<file path="src/rtl/irqc_pkg.sv">
package irqc_pkg;

    typedef enum logic [1:0] {
        SEQ_IDLE = 2'd0,
        SEQ_WAIT = 2'd1,
        SEQ_REQ  = 2'd2
    } seq_state_e;

endpackage

</file>
<file path="src/rtl/irqc_flag_bank.sv">
module irqc_flag_bank #(
    parameter int                 NUM_SRC   = 8,
    parameter logic [NUM_SRC-1:0] EDGE_MASK = '1
) (
    input  logic               clk,
    input  logic               rst_n,
    input  logic [NUM_SRC-1:0] evt_i,
    input  logic [NUM_SRC-1:0] lvl_i,
    input  logic               en_we_i,
    input  logic [NUM_SRC-1:0] en_wdata_i,
    input  logic               clr_we_i,
    input  logic [NUM_SRC-1:0] clr_wdata_i,
    input  logic [NUM_SRC-1:0] ack_clr_i,
    output logic [NUM_SRC-1:0] pend_o
);

    typedef struct packed {
        logic [NUM_SRC-1:0] en;
        logic [NUM_SRC-1:0] flg;
    } bank_t;

    bank_t bank_d, bank_q;
    logic [NUM_SRC-1:0] clr_mask;
    logic [NUM_SRC-1:0] set_mask;
    logic [NUM_SRC-1:0] raw_req;

    always_comb begin
        bank_d   = bank_q;
        clr_mask = (clr_we_i ? clr_wdata_i : '0) | ack_clr_i;
        set_mask = evt_i & EDGE_MASK;
        if (en_we_i) begin
            bank_d.en = en_wdata_i;
        end
        // a new event in the same cycle as a clear keeps the flag set
        bank_d.flg = ((bank_q.flg & ~clr_mask) | set_mask) & EDGE_MASK;
        raw_req    = (bank_q.flg & EDGE_MASK) | (lvl_i & ~EDGE_MASK);
        pend_o     = raw_req & bank_q.en;
    end

    always_ff @(posedge clk or negedge rst_n) begin
        if (!rst_n) begin
            bank_q <= '0;
        end else begin
            bank_q <= bank_d;
        end
    end


    evt_sets_flag_chk: assert property (@(posedge clk) disable iff (!rst_n)
        (|(evt_i & EDGE_MASK)) |=>
            ((bank_q.flg & $past(evt_i & EDGE_MASK)) == $past(evt_i & EDGE_MASK)));


    w1c_clears_chk: assert property (@(posedge clk) disable iff (!rst_n)
        clr_we_i |=> ((bank_q.flg & $past(clr_wdata_i & ~evt_i)) == '0));


    level_no_flag_chk: assert property (@(posedge clk) disable iff (!rst_n)
        (|(evt_i & ~EDGE_MASK)) |=> ((pend_o & ~EDGE_MASK) == (lvl_i & ~EDGE_MASK & bank_q.en)));

endmodule

</file>
<file path="src/rtl/irqc_prio_pick.sv">
module irqc_prio_pick #(
    parameter int NUM_SRC = 8,
    parameter int IDX_W   = (NUM_SRC > 1) ? $clog2(NUM_SRC) : 1
) (
    input  logic [NUM_SRC-1:0] pend_i,
    output logic               hit_o,
    output logic [IDX_W-1:0]   idx_o
);

    always_comb begin
        hit_o = 1'b0;
        idx_o = '0;
        for (int i = NUM_SRC - 1; i >= 0; i--) begin
            if (pend_i[i]) begin
                hit_o = 1'b1;
                idx_o = IDX_W'(i);
            end
        end
    end

endmodule

</file>
<file path="src/rtl/irqc_resp_seq.sv">
module irqc_resp_seq
    import irqc_pkg::*;
#(
    parameter int IDX_W    = 3,
    parameter int RESP_LAT = 4,
    parameter int WAKE_LAT = 4,
    parameter int CNT_W    = $clog2(RESP_LAT + WAKE_LAT + 1)
) (
    input  logic             clk,
    input  logic             rst_n,
    input  logic             take_i,
    input  logic             sleep_i,
    input  logic [IDX_W-1:0] idx_i,
    input  logic             ack_i,
    output logic             idle_o,
    output logic             req_o,
    output logic [IDX_W-1:0] idx_o
);

    localparam logic [CNT_W-1:0] LOAD_AWAKE  = CNT_W'(RESP_LAT - 1);
    localparam logic [CNT_W-1:0] LOAD_ASLEEP = CNT_W'(RESP_LAT + WAKE_LAT - 1);

    typedef struct packed {
        seq_state_e       st;
        logic [CNT_W-1:0] cnt;
        logic [IDX_W-1:0] idx;
    } seq_t;

    seq_t seq_d, seq_q;

    always_comb begin
        seq_d = seq_q;
        unique case (seq_q.st)
            SEQ_IDLE: begin
                if (take_i) begin
                    seq_d.st  = SEQ_WAIT;
                    seq_d.cnt = sleep_i ? LOAD_ASLEEP : LOAD_AWAKE;
                    seq_d.idx = idx_i;
                end
            end
            SEQ_WAIT: begin
                seq_d.cnt = seq_q.cnt - 1'b1;
                if (seq_q.cnt == CNT_W'(1)) begin
                    seq_d.st = SEQ_REQ;
                end
            end
            SEQ_REQ: begin
                if (ack_i) begin
                    seq_d.st = SEQ_IDLE;
                end
            end
            default: seq_d.st = SEQ_IDLE;
        endcase
    end

    always_ff @(posedge clk or negedge rst_n) begin
        if (!rst_n) begin
            seq_q <= '{st: SEQ_IDLE, cnt: '0, idx: '0};
        end else begin
            seq_q <= seq_d;
        end
    end

    assign idle_o = (seq_q.st == SEQ_IDLE);
    assign req_o  = (seq_q.st == SEQ_REQ);
    assign idx_o  = seq_q.idx;


    no_instant_req_chk: assert property (@(posedge clk) disable iff (!rst_n)
        (take_i && idle_o) |=> !req_o);


    hold_until_ack_chk: assert property (@(posedge clk) disable iff (!rst_n)
        (req_o && !ack_i) |=> (req_o && $stable(idx_o)));


    ack_drops_chk: assert property (@(posedge clk) disable iff (!rst_n)
        (req_o && ack_i) |=> !req_o);

endmodule

</file>
<file path="src/rtl/irq_vector_ctrl.sv">
module irq_vector_ctrl
    import irqc_pkg::*;
#(
    parameter int                 NUM_SRC    = 8,
    parameter logic [NUM_SRC-1:0] EDGE_MASK  = 8'h3F,
    parameter int                 ADDR_W     = 16,
    parameter int                 VEC_STRIDE = 2,
    parameter logic [ADDR_W-1:0]  BOOT_BASE  = 16'h1C00,
    parameter int                 RESP_LAT   = 4,
    parameter int                 WAKE_LAT   = 4
) (
    input  logic               clk,
    input  logic               rst_n,
    input  logic [NUM_SRC-1:0] evt_i,
    input  logic [NUM_SRC-1:0] lvl_i,
    input  logic               en_we_i,
    input  logic [NUM_SRC-1:0] en_wdata_i,
    input  logic               clr_we_i,
    input  logic [NUM_SRC-1:0] clr_wdata_i,
    input  logic               gie_set_i,
    input  logic               gie_clr_i,
    input  logic               reti_i,
    input  logic               boundary_i,
    input  logic               sleep_i,
    input  logic               relocate_i,
    input  logic               ack_i,
    output logic               irq_o,
    output logic [ADDR_W-1:0]  vec_o
);

    localparam int IDX_W = (NUM_SRC > 1) ? $clog2(NUM_SRC) : 1;

    typedef struct packed {
        logic gie;
        logic holdoff;
    } ctl_t;

    ctl_t ctl_d, ctl_q;

    logic [NUM_SRC-1:0] pend;
    logic [NUM_SRC-1:0] ack_clr;
    logic               hit;
    logic [IDX_W-1:0]   pick_idx;
    logic [IDX_W-1:0]   req_idx;
    logic               seq_idle;
    logic               seq_req;
    logic               take;
    logic               ack_done;
    logic [ADDR_W-1:0]  base;
    logic [ADDR_W-1:0]  slot;

    irqc_flag_bank #(
        .NUM_SRC  (NUM_SRC),
        .EDGE_MASK(EDGE_MASK)
    ) u_bank (
        .clk        (clk),
        .rst_n      (rst_n),
        .evt_i      (evt_i),
        .lvl_i      (lvl_i),
        .en_we_i    (en_we_i),
        .en_wdata_i (en_wdata_i),
        .clr_we_i   (clr_we_i),
        .clr_wdata_i(clr_wdata_i),
        .ack_clr_i  (ack_clr),
        .pend_o     (pend)
    );

    irqc_prio_pick #(
        .NUM_SRC(NUM_SRC),
        .IDX_W  (IDX_W)
    ) u_pick (
        .pend_i(pend),
        .hit_o (hit),
        .idx_o (pick_idx)
    );

    irqc_resp_seq #(
        .IDX_W   (IDX_W),
        .RESP_LAT(RESP_LAT),
        .WAKE_LAT(WAKE_LAT)
    ) u_seq (
        .clk    (clk),
        .rst_n  (rst_n),
        .take_i (take),
        .sleep_i(sleep_i),
        .idx_i  (pick_idx),
        .ack_i  (ack_i),
        .idle_o (seq_idle),
        .req_o  (seq_req),
        .idx_o  (req_idx)
    );

    assign ack_done = seq_req && ack_i;

    generate
        for (genvar g = 0; g < NUM_SRC; g++) begin : g_ackclr
            assign ack_clr[g] = ack_done && (req_idx == IDX_W'(g));
        end
    endgenerate

    always_comb begin
        ctl_d = ctl_q;
        // clearing the global enable is effective in the same cycle
        take = boundary_i && seq_idle && hit && ctl_q.gie
               && !gie_clr_i && !ctl_q.holdoff;
        if (gie_set_i || reti_i) begin
            ctl_d.holdoff = 1'b1;
        end else if (boundary_i) begin
            ctl_d.holdoff = 1'b0;
        end
        if (gie_clr_i || ack_done) begin
            ctl_d.gie = 1'b0;
        end else if (gie_set_i || reti_i) begin
            ctl_d.gie = 1'b1;
        end
    end

    always_ff @(posedge clk or negedge rst_n) begin
        if (!rst_n) begin
            ctl_q <= '0;
        end else begin
            ctl_q <= ctl_d;
        end
    end

    always_comb begin
        base  = relocate_i ? BOOT_BASE : '0;
        slot  = ADDR_W'(req_idx) + ADDR_W'(1);
        irq_o = seq_req;
        vec_o = seq_req ? (base + slot * ADDR_W'(VEC_STRIDE)) : '0;
    end


    never_reset_slot_chk: assert property (@(posedge clk) disable iff (!rst_n)
        irq_o |-> (vec_o != base));


    clr_blocks_take_chk: assert property (@(posedge clk) disable iff (!rst_n)
        (gie_clr_i && seq_idle) |=> seq_idle);


    one_more_instr_chk: assert property (@(posedge clk) disable iff (!rst_n)
        ((gie_set_i || reti_i) && seq_idle) |=> ##1 seq_idle);


    ack_drops_gie_chk: assert property (@(posedge clk) disable iff (!rst_n)
        (ack_i && irq_o) |=> !ctl_q.gie);

endmodule

</file>
<file path="config.mk">
export PLATFORM = sky130hd
export DESIGN_NAME = irq_vector_ctrl
export DESIGN_NICKNAME = d
export VERILOG_FILES = /design/src/rtl/irqc_pkg.sv /design/src/rtl/irqc_flag_bank.sv /design/src/rtl/irqc_prio_pick.sv /design/src/rtl/irqc_resp_seq.sv /design/src/rtl/irq_vector_ctrl.sv
export SDC_FILE = /design/constraint.sdc
export NUM_CORES = 1
export LEC_CHECK = 0
export ABC_CLOCK_PERIOD_IN_PS = 2300
export CORE_UTILIZATION = 35
export DETAILED_ROUTE_END_ITERATION = 6
export MAX_ROUTING_LAYER = met4
export PLACE_DENSITY = 0.66
export SYNTH_ARGS = -nofsm -noshare
export SYNTH_HDL_FRONTEND = slang
export SYNTH_HIERARCHICAL = 1
export SYNTH_SLANG_ARGS = --single-unit
</file>
<file path="constraint.sdc">
create_clock -name clk -period 2.3 [get_ports clk]
set_input_delay 0.345 -clock clk [delete_from_list [all_inputs] [get_ports clk]]
set_output_delay 0.345 -clock clk [all_outputs]
set_load 0.01 [all_outputs]
</file>
======== After elaboration in Yosys (flattened, before gate mapping) ========
Index checks and enable logic that the tools add are counted.
Widths: inputs -> output; s select.
word-level totals
  register bits ........................... 25
operators by class
  multiplexer cells ....................... 29
  equal/unequal tests ..................... 11
  bitwise gates (word level) .............. 6
  add/subtract/negate cells ............... 3
  reduce and logical (&&, ||, !) cells .... 24
operators by type and width
  cell                 number
  $mux 3               9
  $add 13x5->14        1
  $mux 14              1
  $mux 13              1
  $logic_and 1x1->1    12
  $mux 1               12
  $or 6x6->6           2
  $mux 9               1
  $and 8x8->8          1
  $or 6x8->8           1
  $pmux 4 s2           1
  $and 6x6->6          1
  $eq 3x2->1 const B   2
  $eq 3x3->1 const B   2
  $mux 6               1
  $not 6->6            1
  $pmux 2 s3           1
  $reduce_bool 2->1    3
  $add 3x1->4 const B  1
  $eq 4x1->1 const B   1
  $mux 2               2
  $ne 2x1->1 const B   2
  $reduce_and 2->1     2
  $sub 4x1->4 const B  1
  other kinds (9)      11

======== Longest topological paths before layout ========
Gate-level depths: netlist (run 1).
  depth after elaboration ................. 16
  depth in mapped cells ................... 8

======== Modules after synthesis ========
The synthesis (run 1) kept the hierarchy.
modules (own cells, without submodules)
  module           area each (um2)  cells an instance  instances
  irqc_flag_bank   629.4            49                 1
  irqc_resp_seq    489.2            42                 1
  irq_vector_ctrl  364.1            48                 1
  irqc_prio_pick   80.1             13                 1

======== Worst setup path before layout (run 1) ========
No wires, ideal clock.
  path type ............................... reg2out
  start ................................... register u_seq/seq_q[7] in the netlist's numbering
  end ..................................... output port vec_o[11]
  required time ........................... 1.955 ns
  stages on the path, launching flop included .. 5
  arrival time ............................ 1.450 ns
  buffers on the path ..................... 2
  path slack .............................. 0.505 ns
  cells stage by stage .................... dfrtp_1 buf_6 nor2b_1 and2_1 buf_4
between the ends
  cells in the longest elaborated chain, start to end .. 2
ends and longest elaborated chain
  item                    line                    source
  from (decl)             irqc_resp_seq.sv:29     seq_t seq_d, seq_q;
  from (signal assigned)  irqc_resp_seq.sv:58     seq_q <= '{st: SEQ_IDLE, cnt: '0, idx: '0};
  from (signal assigned)  irqc_resp_seq.sv:60     seq_q <= seq_d;
  $eq 2x2->1              irqc_resp_seq.sv:65     assign req_o = (seq_q.st == SEQ_REQ);
  net irq_o               irq_vector_ctrl.sv:27   output logic irq_o,
  $mux 14                 irq_vector_ctrl.sv:130  vec_o = seq_req ? (base + slot * ADDR_W'(VEC_STRIDE)) : '0;
  to (decl)               irq_vector_ctrl.sv:28   output logic [ADDR_W-1:0] vec_o
The timed path passes the listed nets, and every way through them passes these cells.

======== Worst setup path after layout (run 1) ========
  start ................................... register u_seq.seq_q, in the netlist u_seq/idx_o[0]
  end ..................................... output port vec_o[3]
between the ends
  cells in the longest elaborated chain, start to end .. 3
ends and longest elaborated chain
  item           line                    source
  $add 3x1->4    irq_vector_ctrl.sv:128  slot = ADDR_W'(req_idx) + ADDR_W'(1);
  $add 13x5->14  irq_vector_ctrl.sv:130
  $mux 14        irq_vector_ctrl.sv:130
No other way between the ends.

==> results.toml, run 1 <==
[setup_path]
setup.worst_path.start_class = "flip-flop"
cp_cell_sequence = "ha_1 -> ha_1 -> nor2b_1 -> clkdlybuf4s50_1"
path_class = "reg2out"
crit_buf_inv = 1
crit_path_frequent_cell = "ha_1"
cp_data_required_time_ns = 1.96
slowest_stage = "clkdlybuf4s50_1"
crit_family = "buffers and inverters"
worstPathMaxFanout = 5
reg2regPathDepth = 7
worst_ep_arrival_time_ns = 1.89
cpPeakStageDelay_ns = 0.55
rrSetupSlack_ns = 0.42
r2r_end = "u_seq/idx_o[0]"
crit_path_end_kind = "output pin"
timing.rr.start = "u_bank/bank_q[10]"

[timing]
worst_slew_pin_slew_ns = 0.531
hold_viol = 0
fin_hold_ws_ns = 0.431
setup_viol = 0
fin_tns_setup_ns = 0
slew_violations = 0
skew_ns = 0.00136
grt_setup_unrepaired = "false"
fin_ws_ns = 0.0676
fmax_ghz = 0.448
fin_crit_sh_pct = 97.1
max_slew_margin_pct = 64.5
finalCriticalPeriod_ns = 2.23

[grt]
grt_pass1_wl_um = 4710
grt_use_total_pct = 14.0
overflow = 0
antenna_found_initial = 0
grt_pass1_vias = 1117
grt_max_degree = 26

[clock_network]
clockBufferDepth = 2
worstSkewPairLatency_ns = 0.26
cts_hold_buf = 0
clk_pin_slew_ns = 0.09
cts_sinks = 25
cts_buffers = 3
postCtsSetupBuffers = 0
cts_resized = 0
cts_tree = "built"
cts-root-buf = "clkbuf_8"
htreeDepth = 1

[floorplanning]
dieArea_um2 = 4670
ios = 60
die_w_um = 68.3
fp.coreArea_um2 = 4120
fp.dieH_um = 68.3
start_util_pct = 37.4
rows = 23

[min_path]
min-delay-path-class = "in2async"

[cells_and_area]
multi_input_area_um2 = 761
antennaDiodeCount = 0
final_common_cell = "clkdlybuf4s50_1"
final_area_um2 = 1990
drive_gt1_share_pct = 18.0
layout.nets = 240
area_growth_syn_to_layout_pct = 28.9
final.fill_count = 394
final_cells = 239
final_cell_mix = "clkdlybuf4s50_1 (40), dfrtp_1 (24), inv_1 (15), nand2_1 (11), mux2_4 (11)"
finalCoreUtilization_pct = 48.3
seq_area_um2 = 627

[power_and_ir_drop]
vdd.ir_drop.worst_v = 0.000253
p_per_area_nw_per_um2 = 628
leakage_nw = 0.826
power_mw = 1.25

[placement]
gp_congestion = 0.709
pre_cts_ws_ns = 0.0562
place_area_um2 = 1940
port_buffers = 40
hpwl_um = 2420
dp_cells = 235

[detailed_routing]
drc_errors = 0
dr.pass1.iters = 4
ant_nets = 0
wl_per_cell_um = 12.5
viasPerCell = 4.67
drt_wl_total_um = 2990
drt_iter0_markers = 22
vias = 1116

[job]
drv_cap = 0

[run_status]
status = "finished clean"

[synth]
syn_inst = 149
yosys_warnings = 6
netlist_area_um2 = 1540
avgSynthCellArea_um2 = 10.3
[how the worst max path moves through the flow]
| stage | slack, ns | cells past startpoint | endpoint | startpoint |
|---|---|---|---|---|
| 2_1_floorplan | 0.53 | 4 | vec_o[11] | u_seq/seq_q[7] |
| 3_3_place_gp | 0.08 | 8 | u_seq/idx_o[1] | lvl_i[7] |
| 3_5_place_dp | 0.06 | 8 | u_seq/idx_o[0] | lvl_i[7] |
| 4_1_cts | 0.04 | 4 | vec_o[3] | u_seq/idx_o[0] |
| 5_1_grt | 0.001 | 4 | vec_o[3] | u_seq/idx_o[0] |
| 6_report | 0.07 | 4 | vec_o[3] | u_seq/idx_o[0] |
[final cells by class]
class,count,area share [%]
clock buffers,3,2.08
clock inverters,1,0.378
inverters,15,2.84
multi-input cells,101,38.3
flip-flops and latches,25,31.6
well taps,50,3.15
repair buffers,44,21.7
[power breakdown]
part / switching (mW) / leakage, nW / internal [mW] / total, mW
clock network: 0.138 / 0.0217 / 0.123 / 0.261
logic: 0.167 / 0.517 / 0.222 / 0.389
registers: 0.0799 / 0.288 / 0.517 / 0.597
total: 0.386 / 0.826 / 0.862 / 1.25
[metal layers]
metal  wire length, µm  global-route usage [%]  vias to the layer above
met4                22                    4.69                        0
met2              1500                    23.8                       27
met3               111                    2.00                        2
met5                 0                       -                        -
met1              1360                    16.8                      532
li1                  -                       -                      555
[sequential cells by signal, indices dropped and copies added, names as in the netlist]
name           cells
u_bank/bank_q     14
u_seq/seq_q        6
u_seq/idx_o        3
ctl_q              2
No activity file was read; power rests on OpenSTA's default activity.
==> inputs of run 2 (changes only) <==
ABC_CLOCK_PERIOD_IN_PS = 2610   (was 2300)
clock period = 2.61 ns   (was 2.3 ns; I/O delays follow)
==> run 2 against run 1 <==
Against the previous run:
- register-to-register slack gained 0.21 ns
- utilization shrank 0.46 points
- cell area shrank 0.94%
- critical path type unchanged
==> results.toml, run 2 (synthesized netlist as in run 1, its figures left out) <==
[setup_path]
cpPeakStageDelay_ns = 0.56
timing.rr.start = "u_bank/bank_q[5]"
worstPathMaxFanout = 9
cp_data_required_time_ns = 2.22
crit_buf_inv = 2
worstSetupStartpoint = "u_seq/seq_q[7]"
worst_ep_arrival_time_ns = 2.00
path_class = "reg2out"
setup.worst_path.start_class = "flip-flop"
crit_path_end_kind = "output pin"
cp_cell_sequence = "nor2b_1 -> buf_4 -> nand2_2 -> nor3_2 -> clkdlybuf4s50_1"
crit_family = "buffers and inverters"
slowest_stage = "clkdlybuf4s50_1"

[timing]
hold_viol = 0
fin_tns_setup_ns = 0
setup_viol = 0
fin_crit_sh_pct = 91.8
worst_slew_pin_slew_ns = 0.519
fmax_ghz = 0.417
grt_setup_unrepaired = "false"
max_slew_margin_pct = 65.3
finalCriticalPeriod_ns = 2.40
skew_ns = 0.00487
slew_violations = 0
fin_ws_ns = 0.214

[job]
drv_cap = 0

[clock_network]
cts_buffers = 3
cts_tree = "built"
cts_resized = 0
htreeDepth = 1
worstSkewPairLatency_ns = 0.26
clk_pin_slew_ns = 0.09
cts_hold_buf = 0
cts_sinks = 25
postCtsSetupBuffers = 0
cts-root-buf = "clkbuf_8"
clockBufferDepth = 2

[grt]
overflow = 0
grt_pass1_wl_um = 4900
antenna_found_initial = 0
grt_max_degree = 26
grt_use_total_pct = 14.6
grt_pass1_vias = 1165

[detailed_routing]
vias = 1146
viasPerCell = 4.84
dr.pass1.iters = 4
drt_iter0_markers = 26
drc_errors = 0
ant_nets = 0
wl_per_cell_um = 13.0
drt_wl_total_um = 3090

[cells_and_area]
antennaDiodeCount = 0
final_cell_mix = "clkdlybuf4s50_1 (40), dfrtp_1 (25), inv_1 (15), nand2_1 (11), mux2_4 (11)"
drive_gt1_share_pct = 16.6
max_flop_register = "u_bank/bank_q"
finalCoreUtilization_pct = 47.8
largest_register_ffs = 14
final_cells = 237
area_growth_syn_to_layout_pct = 27.7
final_common_cell = "clkdlybuf4s50_1"
layout.nets = 238

[placement]
port_buffers = 40
hpwl_um = 2440
gp_congestion = 0.695
pre_cts_ws_ns = 0.275
dp_cells = 233

[floorplanning]
die_w_um = 68.3
start_util_pct = 37.4
rows = 23
fp.coreArea_um2 = 4120
dieArea_um2 = 4670
fp.dieH_um = 68.3
ios = 60

[power_and_ir_drop]
p_per_area_nw_per_um2 = 552
vdd.ir_drop.worst_v = 0.000195
leakage_nw = 0.821

[min_path]
min-delay-path-class = "in2async"

[run_status]
status = "finished clean"
==> run 2: cell types whose count changed in the layout (fill, tap and decap cells not counted), sizes merged <==
cell      change
buf           -2
clkinv        +1
clkinvlp      -1
==> run 2: layout make-up <==
| class | instances | area, µm² |
|---|---|---|
| repair buffers | 42 | 415 |
| clock inverters | 1 | 5.00 |
| fillers | 396 | 2150 |
| inverters | 15 | 56.3 |
| clock buffers | 3 | 41.3 |
| well taps | 50 | 62.6 |
| multi-input cells | 101 | 761 |
| flip-flops and latches | 25 | 626 |
==> run 2: path summary, 6_finish.rpt <==
kind                               endpoint  slack, ns  depth (start not counted)
setup / recovery                   vec_o[4]       0.21                          5
hold / removal             u_bank/bank_q[5]       0.47                          2
setup reg to reg             u_seq/seq_q[5]       0.63                          8
hold reg to reg            u_bank/bank_q[0]       0.51                          1
max in group asynchronous    u_seq/idx_o[2]       1.89                          2
min in group clk           u_bank/bank_q[0]       0.51                          1
==> run 2: through the flow <==
step / hold slack (ns) / power, mW / cell area, µm²
after floorplan: 0.0959 / 0.785 / 1570
after global placement: 0.490 / 0.851 / 1920
after detailed placement: 0.494 / 0.867 / 1920
after CTS: 0.485 / 1.10 / 1970
after global routing: 0.505 / 1.17 / 1970
final: 0.474 / 1.09 / 1970
==> run 2: layer usage <==
metal / global-route usage (%) / vias up / wire (µm)
li1: - / 553 / -
met1: 16.0 / 552 / 1340
met2: 26.6 / 37 / 1590
met3: 2.00 / 4 / 122
met4: 5.47 / 0 / 37
met5: - / - / 0
==> run 2: where the power goes <==
part,internal [mW],switching [mW],total (mW)
Combinational,0.186,0.147,0.334
Clock,0.107,0.122,0.228
Sequential,0.454,0.0696,0.524
==> run 2: worst reg2reg max path: stages, from the launching register on <==
cell and delay (ns):
dfrtp_1 0.39, and2_1 0.19, nor4_1 0.40, nand2_1 0.12, nand4b_1 0.13, nor3b_1 0.08, o21bai_1 0.30, a21oi_1 0.07
o22a_1 0.18
==> inputs of run 3 (changes only) <==
SLEW_MARGIN = 15   (was unset)
==> results of run 3 <==
The final DEF is identical to that of run 2; final timing and power are the same.
